[config.mk]
export PLATFORM = sky130hd
export DESIGN_NAME = polyphase_decim3
export DESIGN_NICKNAME = d
export VERILOG_FILES = /design/src/rtl/pdec3_pkg.sv /design/src/rtl/pdec3_commutator.sv /design/src/rtl/pdec3_branch.sv /design/src/rtl/pdec3_combine.sv /design/src/rtl/polyphase_decim3.sv
export SDC_FILE = /design/constraint.sdc
export NUM_CORES = 1
export LEC_CHECK = 0
export CAP_MARGIN = 20
export CORE_ASPECT_RATIO = 0.8
export CORE_MARGIN = 3
export CORE_UTILIZATION = 52
export DETAILED_ROUTE_END_ITERATION = 10
export HOLD_SLACK_MARGIN = 0.05
export PLACE_DENSITY = 0.76
export SKIP_LAST_GASP = 1
export SYNTH_ARGS = -nofsm -noshare
export SYNTH_HDL_FRONTEND = slang
export SYNTH_HIERARCHICAL = 1
export SYNTH_SLANG_ARGS = --single-unit
[constraint.sdc]
create_clock -name clk -period 25.5 [get_ports clk]
set_clock_uncertainty 0.05 [all_clocks]
set_input_delay 6.375 -clock clk [delete_from_list [all_inputs] [get_ports clk]]
set_output_delay 6.375 -clock clk [all_outputs]
set_load 0.005 [all_outputs]
[src/rtl/pdec3_pkg.sv]
// Package: constants and helpers shared by the decimator sub-blocks.
// Assumes: the decimation factor is fixed at three.
package pdec3_pkg;
    localparam int DECIM   = 3;
    localparam int PHASE_W = $clog2(DECIM);

    // Integer ceiling division, used to size the sub-filters.
    function automatic int ceil_div(input int a, input int b);
        return (a + b - 1) / b;
    endfunction
endpackage

[src/rtl/pdec3_commutator.sv]
// Module: rotating selector. It follows the slot of each accepted sample
// within a group of three and raises one load strobe per accepted sample.
// Sub-filter k is loaded by slot DECIM-1-k. done marks the sample that closes a group.
// Assumes: in_valid is already synchronous to clk.
module pdec3_commutator
    import pdec3_pkg::*;
(
    input  logic               clk,
    input  logic               rst_n,
    input  logic               in_valid,
    output logic [DECIM-1:0]   load,
    output logic               done,
    output logic [PHASE_W-1:0] phase
);
    localparam logic [PHASE_W-1:0] LAST = PHASE_W'(DECIM - 1);

    logic [PHASE_W-1:0] phase_q;

    // Slot counter: moves only on accepted samples and wraps after the last slot.
    always_ff @(posedge clk) begin
        if (!rst_n) begin
            phase_q <= '0;
        end else if (in_valid) begin
            phase_q <= (phase_q == LAST) ? '0 : phase_q + 1'b1;
        end
    end

    // One load strobe per sub-filter, decoded from the slot.
    for (genvar k = 0; k < DECIM; k++) begin : g_load
        assign load[k] = in_valid && (phase_q == PHASE_W'(DECIM - 1 - k));
    end

    assign done  = in_valid && (phase_q == LAST);
    assign phase = phase_q;
endmodule

[src/rtl/pdec3_branch.sv]
// Module: one low-rate sub-filter. It keeps a delay line of the samples
// routed to it and forms their dot product with taps h[DECIM*i+PH].
// With BYPASS set, the sample arriving now is tap 0 (sub-filter 0).
// Assumes: NB >= 2; taps past the end of the prototype count as zero.
module pdec3_branch
    import pdec3_pkg::*;
#(
    parameter int DATA_W = 16,
    parameter int COEF_W = 16,
    parameter int NTAPS  = 12,
    parameter int ACC_W  = 37,
    parameter int NB     = 4,
    parameter int PH     = 0,
    parameter bit BYPASS = 1'b0,
    parameter logic signed [COEF_W-1:0] H [NTAPS] = '{default: '0}
) (
    input  logic                     clk,
    input  logic                     rst_n,
    input  logic                     load,
    input  logic signed [DATA_W-1:0] din,
    output logic signed [ACC_W-1:0]  dot
);
    localparam int LINE = BYPASS ? NB - 1 : NB;

    logic signed [DATA_W-1:0] line_q [LINE];
    logic signed [DATA_W-1:0] taps   [NB];
    logic signed [ACC_W-1:0]  prod   [NB];

    // Delay line: shifts once for each sample sent to this sub-filter.
    always_ff @(posedge clk) begin
        if (!rst_n) begin
            for (int i = 0; i < LINE; i++) line_q[i] <= '0;
        end else if (load) begin
            line_q[0] <= din;
            for (int i = 1; i < LINE; i++) line_q[i] <= line_q[i-1];
        end
    end

    // Tap selection: the live sample feeds tap 0 only in the bypass variant.
    if (BYPASS) begin : g_live
        assign taps[0] = din;
        for (genvar i = 1; i < NB; i++) begin : g_t
            assign taps[i] = line_q[i-1];
        end
    end else begin : g_stored
        for (genvar i = 0; i < NB; i++) begin : g_t
            assign taps[i] = line_q[i];
        end
    end

    // Products in full precision; a missing prototype tap gives zero.
    for (genvar i = 0; i < NB; i++) begin : g_mul
        if (DECIM * i + PH < NTAPS) begin : g_on
            assign prod[i] = ACC_W'(taps[i]) * ACC_W'(H[DECIM*i+PH]);
        end else begin : g_off
            assign prod[i] = '0;
        end
    end

    // Sum of products for this sub-filter.
    always_comb begin
        dot = '0;
        for (int i = 0; i < NB; i++) dot = dot + prod[i];
    end
endmodule

[src/rtl/pdec3_combine.sv]
// Module: adds the sub-filter sums, rounds half toward plus infinity,
// drops FRAC fraction bits, clips to OUT_W and registers the result.
// Assumes: FRAC >= 1 and ACC_W has headroom for the sum plus the rounding constant.
module pdec3_combine
    import pdec3_pkg::*;
#(
    parameter int ACC_W = 37,
    parameter int OUT_W = 16,
    parameter int FRAC  = 15
) (
    input  logic                    clk,
    input  logic                    rst_n,
    input  logic                    done,
    input  logic signed [ACC_W-1:0] dots [DECIM],
    output logic                    out_valid,
    output logic signed [OUT_W-1:0] out_data
);
    localparam logic signed [ACC_W-1:0] HALF = ACC_W'(1) <<< (FRAC - 1);
    localparam logic signed [ACC_W-1:0] MAXV = (ACC_W'(1) <<< (OUT_W - 1)) - ACC_W'(1);
    localparam logic signed [ACC_W-1:0] MINV = -(ACC_W'(1) <<< (OUT_W - 1));

    logic signed [ACC_W-1:0] sum_w, rnd_w, shr_w, sat_w;

    // Sum the sub-filters, then round, shift and clip.
    always_comb begin
        sum_w = '0;
        for (int k = 0; k < DECIM; k++) sum_w = sum_w + dots[k];
        rnd_w = sum_w + HALF;
        shr_w = rnd_w >>> FRAC;
        if (shr_w > MAXV)      sat_w = MAXV;
        else if (shr_w < MINV) sat_w = MINV;
        else                   sat_w = shr_w;
    end

    // Output register: loads on group completion and holds otherwise.
    always_ff @(posedge clk) begin
        if (!rst_n) begin
            out_valid <= 1'b0;
            out_data  <= '0;
        end else begin
            out_valid <= done;
            if (done) out_data <= sat_w[OUT_W-1:0];
        end
    end
endmodule

[src/rtl/polyphase_decim3.sv]
// Module: decimate-by-three low-pass FIR, built from three low-rate sub-filters.
// The rotating selector routes each sample; sub-filter 0 sees the sample that
// closes a group during the same cycle, and the result is registered one edge later.
// Assumes: H holds a prototype of NTAPS taps with FRAC fraction bits.
module polyphase_decim3
    import pdec3_pkg::*;
#(
    parameter int DATA_W = 16,
    parameter int OUT_W  = 16,
    parameter int COEF_W = 16,
    parameter int NTAPS  = 12,
    parameter int FRAC   = 15,
    parameter logic signed [COEF_W-1:0] H [NTAPS] =
        '{-256, -512, 0, 2048, 5120, 9216, 9216, 5120, 2048, 0, -512, -256}
) (
    input  logic                     clk,
    input  logic                     rst_n,
    input  logic                     in_valid,
    input  logic signed [DATA_W-1:0] in_data,
    output logic                     out_valid,
    output logic signed [OUT_W-1:0]  out_data
);
    localparam int NB    = ceil_div(NTAPS, DECIM);
    localparam int ACC_W = DATA_W + COEF_W + $clog2(NTAPS) + 1;

    logic [DECIM-1:0]        load_w;
    logic                    done_w;
    logic [PHASE_W-1:0]      phase_w;
    logic signed [ACC_W-1:0] dot_w [DECIM];

    pdec3_commutator u_comm (
        .clk      (clk),
        .rst_n    (rst_n),
        .in_valid (in_valid),
        .load     (load_w),
        .done     (done_w),
        .phase    (phase_w)
    );

    // One sub-filter per phase; only phase 0 uses the live sample.
    for (genvar k = 0; k < DECIM; k++) begin : g_br
        pdec3_branch #(
            .DATA_W (DATA_W),
            .COEF_W (COEF_W),
            .NTAPS  (NTAPS),
            .ACC_W  (ACC_W),
            .NB     (NB),
            .PH     (k),
            .BYPASS (k == 0),
            .H      (H)
        ) u_branch (
            .clk   (clk),
            .rst_n (rst_n),
            .load  (load_w[k]),
            .din   (in_data),
            .dot   (dot_w[k])
        );
    end

    pdec3_combine #(
        .ACC_W (ACC_W),
        .OUT_W (OUT_W),
        .FRAC  (FRAC)
    ) u_comb (
        .clk       (clk),
        .rst_n     (rst_n),
        .done      (done_w),
        .dots      (dot_w),
        .out_valid (out_valid),
        .out_data  (out_data)
    );
endmodule

# Word level (Yosys, flattened, before mapping)
# Memory sizes are Yosys's and may differ from the RTL's.
# Index checks and enable logic that the tools add are counted.
dict set report classes {
  n_mul 4
  n_reduce_logical 4
  shifts 0
  bitwise 11
  eq_ne 2
  addsub 15
  n_mux 24
  magnitude_cmp 2
  div 0
}
# operator count
set op_table {}
lappend op_table {{37-bit adder} 7}
lappend op_table {{16-bit 2-to-1 mux} 13}
lappend op_table {{16-bit negator with 29-bit output} 2}
lappend op_table {{16-bit negator with 28-bit output} 2}
lappend op_table {{16-bit by 5-bit multiplier with 21-bit output (second input constant)} 2}
lappend op_table {{16-bit by 4-bit multiplier with 20-bit output (second input constant)} 2}
lappend op_table {{37-bit by 16-bit adder with 37-bit output (second input constant)} 1}
lappend op_table {{37-bit by 27-bit adder with 37-bit output} 1}
lappend op_table {{31-bit by 27-bit adder with 32-bit output} 1}
lappend op_table {{22-bit by 16-bit > comparator with 1-bit output (second input constant)} 1}
lappend op_table {{22-bit by 16-bit < comparator with 1-bit output (second input constant)} 1}
lappend op_table {{1-bit OR} 11}
lappend op_table {{1-bit 2-to-1 mux} 10}
lappend op_table {{1-bit logical AND} 3}
lappend op_table {{2-bit by 1-bit adder with 2-bit output (second input constant)} 1}
lappend op_table {{2-bit by 1-bit == test with 1-bit output (second input constant)} 1}
lappend op_table {{2-bit == test (second input constant)} 1}
lappend op_table {{2-bit logical NOT} 1}
lappend op_table {{2-bit 2-to-1 mux} 1}
dict set report word_totals {
  mem_bits_ro 0
  memories 3
  input_bits 19
  reg_bits 19
  latchBits 0
  mem_bits_rw 176
  output_inout_bits 17
  wordCells 68
}
# name words word_bits read_ports rd_ports_with_merged_regs write_ports line
set memory_table {}
lappend memory_table {{g_br[1].u_branch.line_q} 4 16 4 0 4 pdec3_branch.sv:25} ;# logic signed [DATA_W-1:0] line_q [LINE];
lappend memory_table {{g_br[2].u_branch.line_q} 4 16 4 0 4 pdec3_branch.sv:25}
lappend memory_table {{g_br[0].u_branch.line_q} 3 16 2 0 3 pdec3_branch.sv:25}

# Longest topological paths before layout
# Gate-level depths: netlist of the first run.
# An unclocked memory read counts as a cell.
dict set report logic_depth {
  word_depth 11
  ltp_mapped 39
  ltp_nobuf 38
}

# Hierarchy
# The synthesis of the first run kept the hierarchy.
# mod instances cells_per_inst seq_area_each_um2 area_each_um2
set modules_own_cells {}
lappend modules_own_cells {{pdec3_branch (g_br[1].u_branch)} 1 726 1921.8 7216.9}
lappend modules_own_cells {{pdec3_branch (g_br[2].u_branch)} 1 535 1921.8 5430.2}
lappend modules_own_cells {{pdec3_branch (g_br[0].u_branch)} 1 503 960.9 4486.8}
lappend modules_own_cells {pdec3_combine 1 559 340.3 4192.8}
lappend modules_own_cells {pdec3_commutator 1 13 40.0 115.1}

# Worst setup path after synthesis of the first run
# Ideal clock, no wire load.
dict set report synth_timing {
  path_kind {in2reg}
  start {input port in_data[5]}
  end {register u_comb.out_data[14]}
  required_time_ps 25308
  path_stages 31
  t_arrival_ps 12918
  setup_time_ps 142
  setup_slack_ps 12391
  n_path_buf 1
  cell_sequence {or4_4 > nor4b_4 > nand2_1 > nor2_1 > xor2_1 > fa_1 > inv_1 > ha_1 > a21o_1 > a21o_1 > a21oi_1 > o211ai_1 > a2111oi_0 > o41ai_1 > a21oi_1 > xnor2_1 > inv_1 > fa_1 > inv_1 > ha_1 > ha_1 > nand4_1 > nor2_1 > nand3_1 > nor2b_1 > a21o_1 > a211oi_1 > or4_4 > o21ai_4 > buf_6 > o22ai_1}
}
# element line
set synth_rtl {}
lappend synth_rtl {{start, declared} polyphase_decim3.sv:19} ;# input logic signed [DATA_W-1:0] in_data,
lappend synth_rtl {{end signal, assigned} pdec3_combine.sv:42} ;# if (done) out_data <= sat_w[OUT_W-1:0];
lappend synth_rtl {{end, declared} pdec3_combine.sv:16} ;# output logic signed [OUT_W-1:0] out_data

==> reports/metrics.yaml, run 1 <==
status: "finished, final reports clean"
die_h_um: 188
critPathKind: "in -> reg"
antenna_found_initial: 0
holdCritPathClass: "reg -> reg"
tightest_slew_ns: 1.11
die_width_um: 233
max_cap_viol_count: 0
finalInstanceArea_mm2: 0.0228
grt_max_degree: 72
port_buffers: 35
syn_inst: 2336
period_share_pct: 56.8
synth-seq-cells: 179
hold_depth: 2
max_freq_ghz: 0.0690
cts_root_buf: "clkbuf_16"
ios: 36
drtIter0Drc: 1406
cts_buffers: 17
hp-start: "u_comb/out_data[15]$_SDFFE_PN0P_"
syn_area_per_cell_um2: 9.18
cts_setup_buffers: 0
dp_cells: 2863
finalHoldViolCount: 0
cp_slowest_cell: "a2111oi_0"
cts_resized: 0
max_stage_delay_ns: 0.70
vias_per_cell: 5.75
critPathLaunchType: "input port"
grt_pass1_vias: 16300
synth-seq-area-share_pct: 24.2
place_area_mm2: 0.0222
yosysWarningCount: 6
initial_core_util_pct: 53.5
final_cells: 2896
fp.coreArea_mm2: 0.0401
finalCriticalPeriod_ns: 14.49
synth_flop_cell: "edfxtp_1"
critPathMaxFanout: 8
syn_to_final_growth_pct: 6.54
hpwl_um: 42700
n_antenna_cell: 0
cts_tree: "built"
rr_endpoint: "u_comb/out_data[12]$_SDFFE_PN0P_"
gp_congestion: 0.946
firstDrtPassIters: 5
hold_ws_ns: 0.437
h-tree-depth: 4
synth_area_mm2: 0.0214
maxSlewViolCount: 0
final_common_cell: "inv_1"
arrival_ns: 14.78
vias: 16700
rsz0062_at_grt: "false"
setup_viol: 0
drc: 0
finalNetCount: 2773
fp.dieArea_mm2: 0.0437
fin_setup_tns_ns: 0
max_slew_margin_pct: 25.1
reg2reg_from: "g_br[1].u_branch/line_q[2][2]$_SDFFCE_PN0P_"
async_flop_share_pct: 0
rows: 65
synth_cell_types: 95
ant_nets: 0
worstPathRequired_ns: 25.79
wl_um: 52700
grt_overflow: 0
hold_path_end: "u_comb/out_data[15]$_SDFFE_PN0P_"
drive_gt1_share_pct: 4.15
clk_pin_slew_ns: 0.08
rr_worst_depth: 34
wl_per_cell_um: 18.2
grt_pass1_wl_um: 85400
synth_edf_count: 160
grt_util_all_layers_pct: 24.5
crit_path_end_kind: "flip-flop"
clock_latency_ns: 0.47
hold_buffers: 0
layout_common_cells: "inv_1 (364), ha_1 (281), and3_1 (173)"
clk_path_buf_depth: 2
rrSetupSlack_ns: 15.49
clock-sinks: 179
[registers in the layout, summed over array words and instances (netlist names)]
| register | count |
|---|---|
| g_br.u_branch/line_q | 160 |
| u_comm/phase | 2 |
| u_comb/out_data | 16 |
| u_comb/out_valid | 1 |
[routing by layer]
layer / GRT usage, % / vias to the layer above / share of wire (%)
met3: 4.33 / 70 / 6.4
met1: 36.8 / 8044 / 49
met5: 0 / - / 0
met2: 36.0 / 490 / 43
met4: 6.68 / 0 / 2.2
li1: - / 8062 / -
[through the flow]
step,utilization [%],setup slack (ns)
after CTS,57.0,11.24
after detailed placement,55.4,10.78
after floorplan,-,12.39
after global routing,57.0,10.48
after global placement,55.4,10.68
final,57.0,11.01
[cells by family after synthesis]
| logic type | synth area share, % |
|---|---|
| AND/OR/NAND/NOR | 15.9 |
| AO/OA/AOI/OAI | 14.6 |
| buffers and inverters | 8.28 |
| adder cells (fa/ha/maj) | 28.2 |
| XOR/XNOR | 8.68 |
| flip-flops | 24.2 |
| other | 0.0525 |
| multiplexers | 0.0934 |
[worst max path at each step]
stage	from	endpoint	depth (start not counted)
finish	in_data[3]	u_comb/out_data[12]$_SDFFE_PN0P_	32
global route	in_data[5]	u_comb/out_data[12]$_SDFFE_PN0P_	32
CTS	in_data[3]	u_comb/out_data[9]$_SDFFE_PN0P_	32
detailed placement	in_data[3]	u_comb/out_data[9]$_SDFFE_PN0P_	32
global placement	in_data[5]	u_comb/out_data[14]$_SDFFE_PN0P_	31
floorplan	in_data[5]	u_comb/out_data[14]$_SDFFE_PN0P_	31
[synth_stat cells, types with 42 or more instances]
cell type / number / area share [%]
inv_1: 364 / 6.4
ha_1: 281 / 16
and3_1: 173 / 5.0
edfxtp_1: 160 / 22
a21oi_1: 136 / 3.2
fa_1: 126 / 12
nor2_1: 125 / 2.2
xnor2_1: 125 / 5.1
nand2_1: 121 / 2.1
o21ai_0: 80 / 1.9
xor2_1: 73 / 3.0
a21o_1: 53 / 1.9
nand2b_1: 47 / 1.4
clkbuf_1: 42 / 0.74
[critical path, delay by kind of cell]
| family | cells | cell delay [ns] |
|---|---|---|
| fa+ha+maj | 5 | 2.00 |
| buf+inv | 5 | 0.97 |
| compound gates | 10 | 2.75 |
| xor+xnor | 3 | 0.34 |
| simple gates | 9 | 2.33 |
[area by class of cell]
cell class | instances | area (um2)
Clock inverter | 14 | 170
Clock buffer | 18 | 439
Sequential cell | 179 | 5180
Inverter | 366 | 1370
Timing Repair Buffer | 45 | 420
Tap cell | 536 | 671
Fill cell | 3534 | 17300
Multi-Input combinational cell | 1738 | 14600
Power of run 1 is left out: the tool's default activity adds up to more than one toggle a clock period on the data nets, which glitch-free logic cannot reach.
==> inputs of run 2 (changes only) <==
==> constraint.sdc (replaced) <==
create_clock -name clk -period 14.5 [get_ports clk]
set_clock_uncertainty 0.05 [all_clocks]
set_input_delay 3.625 -clock clk [delete_from_list [all_inputs] [get_ports clk]]
set_output_delay 3.625 -clock clk [all_outputs]
set_load 0.005 [all_outputs]
==> run 2 against run 1 <==
- routed wire length down 0.32%
- global-route usage down 0.13 points
- worst setup slack worse by 8.1 ns
==> reports/metrics.yaml, run 2 (synthesized netlist as in run 1, its figures left out) <==
rsz0062_at_grt: "false"
grt_overflow: 0
fp.dieArea_mm2: 0.0437
gp_congestion: 0.924
cts_tree: "built"
final_cells: 2896
dp_cells: 2863
critPathMaxFanout: 9
largest_reg_flops: 160
crit_path_end_kind: "flip-flop"
maxSlewViolCount: 0
top_register: "g_br.u_branch/line_q"
grt_max_degree: 83
setup_viol: 0
max_stage_delay_ns: 0.68
die_h_um: 188
layout_common_cells: "inv_1 (364), ha_1 (281), and3_1 (173)"
worstPathRequired_ns: 14.77
max_freq_ghz: 0.0863
wl_per_cell_um: 18.1
syn_to_final_growth_pct: 6.57
finalCriticalPeriod_ns: 11.59
cp_slowest_cell: "a2111oi_0"
port_buffers: 35
clock_latency_ns: 0.47
max_cap_viol_count: 0
n_antenna_cell: 0
hpwl_um: 42700
clk_pin_slew_ns: 0.08
initial_core_util_pct: 53.5
period_share_pct: 79.9
clock-sinks: 179
ios: 36
finalHoldViolCount: 0
hold_buffers: 0
arrival_ns: 11.87
die_width_um: 233
critPathLaunch: "in_data[3]"
rrSetupSlack_ns: 4.70
drtIter0Drc: 1318
wl_um: 52500
grt_pass1_vias: 16000
clk_path_buf_depth: 2
cts_resized: 0
fp.coreArea_mm2: 0.0401
hp-start: "u_comb/out_data[15]$_SDFFE_PN0P_"
vias: 16600
final_common_cell: "inv_1"
tightest_slew_ns: 1.08
firstDrtPassIters: 6
grt_pass1_wl_um: 85200
drive_gt1_share_pct: 4.11
antenna_found_initial: 0
holdCritPathClass: "reg -> reg"
ant_nets: 0
cts_buffers: 17
drc: 0
critPathLaunchType: "input port"
grt_util_all_layers_pct: 24.3
status: "finished, final reports clean"
cts_setup_buffers: 0
fin_setup_tns_ns: 0
cts_root_buf: "clkbuf_16"
critPathKind: "in -> reg"
max_slew_margin_pct: 27.0
reg2reg_from: "g_br[1].u_branch/line_q[2][2]$_SDFFCE_PN0P_"
finalNetCount: 2773
rows: 65
vias_per_cell: 5.73
h-tree-depth: 4
## run 2: worst paths after layout
path / end / cells past startpoint
hold / removal: u_comb/out_data[15]$_SDFFE_PN0P_ / 2
setup / recovery: u_comb/out_data[12]$_SDFFE_PN0P_ / 32
hold reg to reg: u_comb/out_data[15]$_SDFFE_PN0P_ / 2
setup reg to reg: u_comb/out_data[12]$_SDFFE_PN0P_ / 38
## run 2: stage by stage
step	setup slack [ns]	hold WS [ns]	instance area [um2]	utilization, %
detailed placement	2.62	0.427	22200	55.4
CTS	3.10	0.438	22800	57.0
floorplan	4.14	0.423	21500	-
finish	2.91	0.431	22900	57.0
global placement	2.48	0.416	22200	55.4
global route	2.38	0.491	22900	57.0
## run 2: layout make-up
class,count,area [um2]
fillers,3462,17200
clock buffers,18,429
multi-input cells,1738,14600
repair buffers,45,420
well taps,536,671
flip-flops and latches,179,5180
inverters,366,1370
clock inverters,14,188
## run 2: per-layer routing
layer / vias to the layer above / GRT usage (%) / share of wire (%)
li1: 8057 / - / -
met5: - / 0 / 0
met1: 8019 / 37.8 / 50
met4: 0 / 5.42 / 1.5
met2: 470 / 36.1 / 43
met3: 52 / 2.84 / 5.5
## run 2: worst max-delay path: cells and delay by family
family                   cells  cell delay [ns]
XOR/XNOR                     3             0.29
AO/OA/AOI/OAI               10             2.64
adder cells (fa/ha/maj)      5             2.00
buffers and inverters        5             0.94
AND/OR/NAND/NOR              9             2.36
Power of run 2 is left out for the same reason.
